File: config.mk
export PLATFORM = sky130hd
export DESIGN_NAME = csma_seq
export DESIGN_NICKNAME = d
export VERILOG_FILES = /design/src/rtl/csma_pkg.sv /design/src/rtl/csma_lfsr.sv /design/src/rtl/csma_backoff_cnt.sv /design/src/rtl/csma_ctrl.sv /design/src/rtl/csma_seq.sv
export SDC_FILE = /design/constraint.sdc
export NUM_CORES = 1
export LEC_CHECK = 0
export ABC_AREA = 0
export BUFFER_PORTS_ARGS = -buffer_cell sky130_fd_sc_hd__buf_2
export CAP_MARGIN = 25
export CELL_PAD_IN_SITES_DETAIL_PLACEMENT = 0
export CELL_PAD_IN_SITES_GLOBAL_PLACEMENT = 1
export CORE_MARGIN = 2
export CORE_UTILIZATION = 45
export DETAILED_ROUTE_END_ITERATION = 12
export HOLD_SLACK_MARGIN = 0.06
export PLACE_DENSITY_LB_ADDON = 0.08
export SLEW_MARGIN = 25
export SYNTH_ARGS = -nofsm -noshare
export SYNTH_HDL_FRONTEND = slang
export SYNTH_SLANG_ARGS = --single-unit
File: constraint.sdc
create_clock -name clk -period 3.8 [get_ports clk]
set_input_delay 0.38 -clock clk [delete_from_list [all_inputs] [get_ports clk]]
set_output_delay 0.38 -clock clk [all_outputs]
set_load 0.02 [all_outputs]
File: src/rtl/csma_pkg.sv
package csma_pkg;
  typedef enum logic [2:0] {
    ST_IDLE,
    ST_RSSI,
    ST_DRAW,
    ST_WAIT,
    ST_EVAL,
    ST_FINISH,
    ST_CCA
  } seq_state_t;
endpackage

File: src/rtl/csma_lfsr.sv
module csma_lfsr #(
  parameter int W = 16,
  parameter logic [W-1:0] SEED = 16'hACE1
) (
  input  logic         clk,
  input  logic         rst,
  output logic [W-1:0] rnd_o
);
  logic [W-1:0] state_q;
  logic         fb;

  // Galois form, taps for a maximal-length 16-bit sequence
  assign fb = state_q[0];

  always_ff @(posedge clk) begin
    if (rst) begin
      state_q <= SEED;
    end else begin
      state_q <= (state_q >> 1) ^ (fb ? 16'hB400 : '0);
    end
  end

  assign rnd_o = state_q;
endmodule

File: src/rtl/csma_backoff_cnt.sv
module csma_backoff_cnt #(
  parameter int CNT_W = 8,
  parameter int BE_W  = 4
) (
  input  logic             clk,
  input  logic             rst,
  input  logic             clear_i,
  input  logic             load_i,
  input  logic [CNT_W-1:0] rnd_i,
  input  logic [BE_W-1:0]  be_i,
  input  logic             tick_i,
  output logic             zero_o
);
  logic [CNT_W-1:0] cnt_q;
  logic [CNT_W-1:0] mask;

  // Window of 2^be values, all ones once be reaches the counter width
  always_comb begin
    for (int i = 0; i < CNT_W; i++) begin
      mask[i] = (32'(be_i) > i);
    end
  end

  always_ff @(posedge clk) begin
    if (rst || clear_i) begin
      cnt_q <= '0;
    end else if (load_i) begin
      cnt_q <= rnd_i & mask;
    end else if (tick_i && cnt_q != '0) begin
      cnt_q <= cnt_q - 1'b1;
    end
  end

  assign zero_o = (cnt_q == '0);
endmodule

File: src/rtl/csma_ctrl.sv
module csma_ctrl
  import csma_pkg::*;
#(
  parameter int BE_W  = 4,
  parameter int RET_W = 4
) (
  input  logic              clk,
  input  logic              rst,
  input  logic              start_i,
  input  logic              cca_req_i,
  input  logic [BE_W-1:0]   min_be_i,
  input  logic [BE_W-1:0]   max_be_i,
  input  logic [RET_W-1:0]  retries_i,
  input  logic              rx_active_i,
  input  logic              rssi_valid_i,
  input  logic              cca_clear_i,
  input  logic              cnt_zero_i,
  output logic              cnt_clear_o,
  output logic              cnt_load_o,
  output logic [BE_W-1:0]   be_o,
  output logic              busy_o,
  output logic              tx_en_o,
  output logic              medium_busy_o,
  output logic              done_o,
  output logic              cca_done_o,
  output logic              cca_clear_o,
  output logic              cca_err_o
);
  seq_state_t       state_q;
  logic [BE_W-1:0]  be_q;
  logic [BE_W-1:0]  max_q;
  logic [RET_W-1:0] att_q;
  logic             neg_retry;

  assign neg_retry   = retries_i[RET_W-1];
  assign be_o        = be_q;
  assign busy_o      = (state_q != ST_IDLE);
  assign cnt_clear_o = (state_q == ST_IDLE) && start_i;
  assign cnt_load_o  = (state_q == ST_DRAW);

  always_ff @(posedge clk) begin
    if (rst) begin
      state_q       <= ST_IDLE;
      be_q          <= '0;
      max_q         <= '0;
      att_q         <= '0;
      tx_en_o       <= 1'b0;
      medium_busy_o <= 1'b0;
      done_o        <= 1'b0;
      cca_done_o    <= 1'b0;
      cca_clear_o   <= 1'b0;
      cca_err_o     <= 1'b0;
    end else begin
      tx_en_o       <= 1'b0;
      medium_busy_o <= 1'b0;
      done_o        <= 1'b0;
      cca_done_o    <= 1'b0;
      cca_err_o     <= 1'b0;
      unique case (state_q)
        ST_IDLE: begin
          if (start_i) begin
            if (neg_retry) begin
              tx_en_o <= 1'b1;
              done_o  <= 1'b1;
            end else begin
              be_q    <= min_be_i;
              max_q   <= max_be_i;
              att_q   <= retries_i + 1'b1;
              state_q <= ST_RSSI;
            end
          end else if (cca_req_i) begin
            if (rx_active_i) begin
              state_q <= ST_CCA;
            end else begin
              cca_err_o <= 1'b1;
            end
          end
        end
        ST_RSSI: begin
          if (rssi_valid_i) state_q <= ST_DRAW;
        end
        ST_DRAW: state_q <= ST_WAIT;
        ST_WAIT: begin
          if (cnt_zero_i) state_q <= ST_EVAL;
        end
        ST_EVAL: begin
          if (cca_clear_i) begin
            state_q <= ST_FINISH;
          end else begin
            att_q <= att_q - 1'b1;
            if (be_q < max_q) be_q <= be_q + 1'b1;
            state_q <= (att_q == 1) ? ST_FINISH : ST_DRAW;
          end
        end
        ST_FINISH: begin
          // outcome read from the attempts counter
          done_o        <= 1'b1;
          tx_en_o       <= (att_q != '0);
          medium_busy_o <= (att_q == '0);
          state_q       <= ST_IDLE;
        end
        ST_CCA: begin
          cca_clear_o <= cca_clear_i & rssi_valid_i;
          cca_done_o  <= 1'b1;
          state_q     <= ST_IDLE;
        end
        default: state_q <= ST_IDLE;
      endcase
    end
  end
endmodule

File: src/rtl/csma_seq.sv
module csma_seq #(
  parameter int BE_W   = 4,
  parameter int RET_W  = 4,
  parameter int CNT_W  = 8,
  parameter int LFSR_W = 16
) (
  input  logic             clk,
  input  logic             rst,
  input  logic             start_i,
  input  logic             cca_req_i,
  input  logic [BE_W-1:0]  min_be_i,
  input  logic [BE_W-1:0]  max_be_i,
  input  logic [RET_W-1:0] retries_i,
  input  logic             rx_active_i,
  input  logic             rssi_valid_i,
  input  logic             cca_clear_i,
  input  logic             tick_i,
  output logic             busy_o,
  output logic             tx_en_o,
  output logic             medium_busy_o,
  output logic             done_o,
  output logic             cca_done_o,
  output logic             cca_clear_o,
  output logic             cca_err_o
);
  localparam int RND_W = (CNT_W < LFSR_W) ? CNT_W : LFSR_W;

  logic [LFSR_W-1:0] rnd;
  logic [CNT_W-1:0]  rnd_low;
  logic [BE_W-1:0]   be;
  logic              cnt_clear, cnt_load, cnt_zero;

  assign rnd_low = CNT_W'(rnd[RND_W-1:0]);

  csma_lfsr #(.W(LFSR_W)) u_lfsr (
    .clk(clk), .rst(rst), .rnd_o(rnd)
  );

  csma_backoff_cnt #(.CNT_W(CNT_W), .BE_W(BE_W)) u_cnt (
    .clk(clk), .rst(rst), .clear_i(cnt_clear), .load_i(cnt_load),
    .rnd_i(rnd_low), .be_i(be), .tick_i(tick_i), .zero_o(cnt_zero)
  );

  csma_ctrl #(.BE_W(BE_W), .RET_W(RET_W)) u_ctrl (
    .clk(clk), .rst(rst), .start_i(start_i), .cca_req_i(cca_req_i),
    .min_be_i(min_be_i), .max_be_i(max_be_i), .retries_i(retries_i),
    .rx_active_i(rx_active_i), .rssi_valid_i(rssi_valid_i),
    .cca_clear_i(cca_clear_i), .cnt_zero_i(cnt_zero),
    .cnt_clear_o(cnt_clear), .cnt_load_o(cnt_load), .be_o(be),
    .busy_o(busy_o), .tx_en_o(tx_en_o), .medium_busy_o(medium_busy_o),
    .done_o(done_o), .cca_done_o(cca_done_o), .cca_clear_o(cca_clear_o),
    .cca_err_o(cca_err_o)
  );
endmodule

==> results of run 1 <==
flip-flops by register name, indices dropped and copies added (netlist names), 3 cells and up:
register,count
u_lfsr.rnd_o,16
u_cnt.cnt_q,8
u_ctrl.att_q,4
u_ctrl.be_o,4
u_ctrl.max_q,4
u_ctrl.state_q,3
logic make-up (layout without fill, tap and decap cells):
group           after synthesis  count (layout)
buf+inv                      23              47
fa+ha+maj                    13              13
mux                           1               1
xor+xnor                      9               9
flops                        45              45
simple gates                102             102
compound gates               71              71
cell type report:
type                            instances  area share, %
Clock buffer                            5          2.637
Sequential cell                        45          34.52
Clock inverter                          3          2.637
Tap cell                               70          3.356
Inverter                               13          1.870
Timing Repair Buffer                   26          4.986
Multi-Input combinational cell        196          50.00
cell usage after synthesis, types with 2 or more instances:
library cell	n	area [um2]
a211oi_1	11	82.58
dfxtp_1	45	900.9
ha_1	13	162.7
clkbuf_1	7	26.28
a31oi_1	3	18.77
inv_1	13	48.80
a21o_1	2	15.01
nor2_1	19	71.32
or2_2	6	37.54
buf_6	2	22.52
nor3_1	2	10.01
o211ai_1	3	22.52
and2_1	3	18.77
or3b_1	2	17.52
nand3_1	6	30.03
or3_1	3	18.77
a21oi_1	26	130.1
o32ai_1	3	26.28
nand2b_1	3	18.77
a211o_1	3	26.28
a21boi_0	2	15.01
xnor2_1	7	61.31
nor3b_1	5	37.54
nor2b_1	10	62.56
nand2_1	30	112.6
nor4_1	5	31.28
o21ai_0	5	25.02
xor2_1	2	17.52
o221a_2	2	22.52
critical path, cell delays in order, from the launching register on:
cell and delay (ns):
dfxtp_1 0.65, nor3b_4 0.47, o211ai_2 0.20, and2_1 0.24, o32ai_1 0.25
worst min-delay path by stage:
stage / startpoint / end / slack (ns) / depth (start not counted)
finish: rx_active_i / u_ctrl.cca_err_o / 0.24 / 2
global route: rx_active_i / u_ctrl.cca_err_o / 0.24 / 2
CTS: rx_active_i / u_ctrl.cca_err_o / 0.24 / 2
detailed placement: u_lfsr.rnd_o[12] / u_lfsr.rnd_o[11] / 0.40 / 1
global placement: u_lfsr.rnd_o[12] / u_lfsr.rnd_o[11] / 0.40 / 1
floorplan: u_lfsr.rnd_o[12] / u_lfsr.rnd_o[11] / 0.39 / 1
power by group through the flow:
stage / Combinational, mW / Clock, mW / Sequential, mW
after global placement: 0.723 / 0 / 0.695
after detailed placement: 0.718 / 0 / 0.696
after CTS: 0.727 / 0.447 / 0.685
after floorplan: 0.625 / 0 / 0.635
final: 0.716 / 0.438 / 0.686
after global routing: 0.821 / 0.466 / 0.704
layout by cell type, fill, tap and decap left out, types with 7 or more instances in the layout:
master / netlist / layout
dfxtp_1: 45 / 45
nand2_1: 30 / 30
a21oi_1: 26 / 26
buf_2: 0 / 26
nor2_1: 19 / 19
inv_1: 13 / 13
ha_1: 13 / 13
a211oi_1: 11 / 11
nor2b_1: 10 / 10
xnor2_1: 7 / 7
metrics by stage:
stage,cells,cell area [um2]
floorplan,264,2311
global placement,350,2472
detailed placement,350,2472
CTS,358,2610
global route,358,2610
finish,358,2610
metal layers:
layer / share of wire [%] / wire length, um
met5: 0 / 0
met4: 1.6 / 78
met3: 2.1 / 103
met2: 45 / 2175
met1: 51 / 2493
==> summary.txt, run 1 <==
Pwr
  – Final Power: 1.839 mW
  – Switching share of total power: 38.79%
  – Peak VDD IR: 223.0 uV
  – Seq pwr share: 37.3%
  – Gate power share: 38.9%
  – Internal power: 1.126 mW
  – Power Density: 704.8 nW/um2
  – Total net switching power: 0.7135 mW
  – Clock network power share: 23.8%
  – P_leak: 1.047 nW

Timing
  – Tightest Pin Transition: 0.7613 ns
  – Final Setup Violations: 0
  – Skew final: 0.009178 ns
  – Setup TNS: 0 ns
  – Tcrit/Tclk final: 49.76%
  – Tmin final: 1.891 ns
  – Fin. Hold Viols: 0
  – Fmax achieved: 528.8 MHz
  – Final Slew Violations: 0
  – Final worst slack: 1.909 ns
  – Hold slack: 0.2432 ns
  – RSZ-0062 raised after global routing: no
  – Slew margin rel.: 48.78%

Yosys
  – Post-synth cell types: 50
  – Complex-gate fraction of the synthesized area: 21.17%
  – Post-synth ARST share: 0%
  – Simple-gate share of the synthesized area: 24.42%
  – Mapped Nets: 297
  – Largest family of logic cells by synthesized area: simple AND/OR/NAND/NOR gates
  – Post-synth EDFFs: 0
  – Synthesized flop and latch total: 45
  – Synth Area in Adders: 7.038%
  – Cell Area, Synth: 2311 um2
  – Avg Inst Size Synth: 8.754 um2
  – Seq/Total Area, Yosys: 38.98%
  – Gate Count Post-Synth: 264
  – Post-synthesis mux area share: 0.4331%
  – Top_reg_cell synth: dfxtp_1
  – Synth Warn #: 0
  – Xor and xnor area share after synthesis: 3.411%

Worst setup path
  – WP data arrival: 2.11 ns
  – Reg2reg start: u_ctrl.state_q[2]
  – CP required: 4.02 ns
  – Setup slack, reg-to-reg: 1.91 ns
  – Worst-path fanout max: 18
  – Critical Path Sink: u_ctrl.be_o[3]
  – Worst R2R Path Depth: 4
  – Setup Crit Path Kind: flip-flop to flip-flop
  – Startpoint types: flip-flop
  – Worst setup path start: u_ctrl.state_q[2]
  – FF-to-FF End: u_ctrl.be_o[3]
  – CP Capture Type: flip-flop

Finish
  – Inserted Diodes: 0
  – Final nets: 320
  – Fin util: 51.76%
  – Area of the multi-input gates: 1305 um2
  – Synthesis-to-finish area growth: 12.94%
  – Fillers: 499
  – Share of cells above drive strength 1: 17.36%
  – Storage element area: 900.9 um2

Floorplanning
  – Initial Utilization: 45.83%
  – Site row count: 26
  – Die W: 75.66 um
  – Placeable Area: 5042 um2
  – Boundary Pins: 27
  – Total die area: 5724 um2
  – Die Ht: 75.66 um

Routing
  – Post-route antenna net violation count: 0
  – WL/cell: 13.55 um
  – Vias: 1861
  – Via-to-Cell Ratio: 5.198
  – Starting DRT DRC Count: 85
  – Final wirelength: 4851 um
  – DRT Pass-1 Iters: 4
  – # DRC: 0

Place
  – Placer Congestion: 0.7474
  – Port buffer count: 26
  – Hpwl dp: 3451 um
  – Pre-CTS setup slack: 1.917 ns

CTS
  – # hold bufs at CTS: 0
  – Buffer count from post-CTS setup fixing: 0
  – Post_cts resized: 0
  – Clk_lat worst skew: 0.31 ns
  – Worst-path clk slew: 0.09 ns
  – Maximum root-to-sink buffer count: 2
  – Clock Root Buffer: clkbuf_8
  – CTS tree: built
  – H-tree Lvls: 2
  – Num CTS Buffers: 5
  – CTS Sinks: 45

Global routing
  – Met2 Use GR: 30.63%
  – Met3 usage in global routing: 3.571%
  – GR Layer Usage met1: 25.91%
  – First-pass GRT wire length: 8231 um
  – Vias in the first global route: 1710
  – Initial antenna violation count: 0
  – Largest net degree at the start of global routing: 35
  – Overall Global Routing Usage: 19.11%
  – GRT Max-Usage Layer: met2
  – Overflow after GRT: 0

Job
  – Max-cap violations: 0

Min path
  – Worst Hold Class: input port to flip-flop

Status
  – Outcome: completed
No activity file was read; power rests on OpenSTA's default activity.
==> run 2: changes to the inputs <==
--- a/config.mk
+++ b/config.mk
@@ -11,7 +11,7 @@
 export CELL_PAD_IN_SITES_DETAIL_PLACEMENT = 0
 export CELL_PAD_IN_SITES_GLOBAL_PLACEMENT = 1
 export CORE_MARGIN = 2
-export CORE_UTILIZATION = 45
+export CORE_UTILIZATION = 39
 export DETAILED_ROUTE_END_ITERATION = 12
 export HOLD_SLACK_MARGIN = 0.06
 export PLACE_DENSITY_LB_ADDON = 0.08
==> constraint.sdc (replaced) <==
create_clock -name clk -period 1.6 [get_ports clk]
set_input_delay 0.16 -clock clk [delete_from_list [all_inputs] [get_ports clk]]
set_output_delay 0.16 -clock clk [all_outputs]
set_load 0.02 [all_outputs]
==> run 2 against run 1 <==
Compared with the run above: total power grew to 2.7 times the previous value; flip-flop and latch count stayed put; critical path depth is 1 lower; sequential share of layout area is 3.2 points lower; clock skew is 0.0018 ns higher; die area is 15% higher; worst hold slack worse by 0.15 ns; clock power is 100% higher; sequential power is 120% higher; core utilization is 1.8 points lower; routed wire length is 9.3% higher; first-iteration DRC count is 20% lower.
==> summary.txt, run 2 (same netlist as run 1, synthesis figures left out) <==
Job
  – Max-cap violations: 0

Place
  – Placer Congestion: 0.7615
  – Port buffer count: 26
  – Hpwl dp: 3878 um

Finish
  – Final nets: 350
  – Max reg flops: 16
  – Inserted Diodes: 0
  – Area of the multi-input gates: 1381 um2
  – Most frequent cells in the layout: dfxtp_1 (39), buf_4 (30), nand2_1 (29), buf_2 (25), a21oi_1 (23)
  – Fillers: 577
  – Storage element area: 910.9 um2
  – Fin util: 49.98%
  – Commonest non-fill, non-tap cell in the layout: dfxtp_1
  – Share of cells above drive strength 1: 30.82%
  – Synthesis-to-finish area growth: 25.77%

Timing
  – Final Setup Violations: 0
  – Tightest Pin Transition: 0.4803 ns
  – Skew final: 0.01097 ns
  – Final Slew Violations: 0
  – Fin. Hold Viols: 0
  – Tcrit/Tclk final: 96.54%
  – Slew margin rel.: 67.77%
  – Tmin final: 1.545 ns
  – RSZ-0062 raised after global routing: no
  – Fmax achieved: 647.4 MHz
  – Setup TNS: 0 ns
  – Hold slack: 0.09113 ns

Worst setup path
  – CP Capture Type: output pin
  – Startpoint types: flip-flop
  – CP max stage cell: dfxtp_4
  – Worst-path fanout max: 11
  – Critical Path, Cell by Cell: buf_4, or3_4, buf_4
  – Cell mode on critical path: buf_4
  – Setup Crit Path Kind: flip-flop to output pin
  – CP required: 1.44 ns
  – Slowest stage delay, CP: 0.38 ns
  – WP data arrival: 1.38 ns

Global routing
  – Initial antenna violation count: 0
  – Overflow after GRT: 0
  – Met2 Use GR: 25.70%
  – Largest net degree at the start of global routing: 17
  – Vias in the first global route: 1817
  – First-pass GRT wire length: 8825 um
  – GR Layer Usage met1: 25.82%
  – Met3 usage in global routing: 4.000%
  – GRT Max-Usage Layer: met1
  – Overall Global Routing Usage: 17.63%

Routing
  – Final wirelength: 5303 um
  – # DRC: 0
  – Vias: 1975
  – WL/cell: 13.49 um
  – Starting DRT DRC Count: 68
  – DRT Pass-1 Iters: 4
  – Via-to-Cell Ratio: 5.025
  – Post-route antenna net violation count: 0

CTS
  – Maximum root-to-sink buffer count: 2
  – Clk_lat worst skew: 0.30 ns
  – Num CTS Buffers: 5
  – H-tree Lvls: 2
  – Worst-path clk slew: 0.09 ns
  – CTS Sinks: 45
  – CTS tree: built
  – Clock Root Buffer: clkbuf_8

Floorplanning
  – Site row count: 28
  – Die W: 80.98 um
  – Boundary Pins: 27
  – Total die area: 6557 um2
  – Placeable Area: 5816 um2
  – Initial Utilization: 39.74%
  – Die Ht: 80.98 um

Status
  – Outcome: completed

Pwr
  – Power Density: 1680 nW/um2
  – Final Power: 4.884 mW
  – P_leak: 1.200 nW
  – Peak VDD IR: 686.5 uV

Min path
  – Worst Hold Class: input port to flip-flop
==> run 2: layout make-up <==
type	count	area share, %
repair buffers	56	12.40
clock inverters	2	1.334
multi-input cells	196	47.52
inverters	13	1.679
well taps	75	3.229
clock buffers	6	2.497
flip-flops and latches	45	31.34
==> run 2: report_power, final <==
part	switching, mW	internal [mW]	leakage [nW]	total [mW]
combinational	1.27	1.20	0.772	2.46
sequential	0.208	1.34	0.373	1.54
clock	0.406	0.469	0.0554	0.876
==> run 2: metal layers <==
layer  share of wire [%]  routed length, um  up-vias
met5                   0                  0        -
li1                    -                  -     1044
met2                  42               2236       30
met1                  53               2806      896
met3                 3.8                200        5
met4                 1.1                 59        0
==> run 2: path summary, 6_finish.rpt <==
check | from | end | slack [ns] | cells past startpoint
min reg2reg | u_lfsr.rnd_o[8] | u_lfsr.rnd_o[7] | 0.41 | 1
min | cca_req_i | u_ctrl.cca_err_o | 0.09 | 3
max reg2reg | u_ctrl.state_q[0] | u_ctrl.att_q[3] | 0.07 | 3
max | u_ctrl.state_q[1] | busy_o | 0.06 | 3
==> run 2: worst max-delay path, delay by kind of cell (launching register included) <==
kind                   cells  cell delay (ns)
AND/OR/NAND/NOR            1             0.37
buffers and inverters      2             0.33
flip-flops                 1             0.38
==> run 2: through the flow <==
step | setup slack, ns | instance area, um2 | std cells
finish | 0.05529 | 2907 | 393
global route | 0.001158 | 2907 | 393
CTS | 0.01238 | 2825 | 392
detailed placement | -0.04993 | 2690 | 383
global placement | 0.01119 | 2690 | 383
floorplan | 0.02658 | 2312 | 264
==> run 2: what timing repair did <==
action                                  CTS  global route
endpoints found under the hold margin     1             0
setup buffers                             0             1
gates resized for setup                   4            21
pin swaps                                 0             9
endpoints found under the setup margin    6            13
hold buffers                              1             0
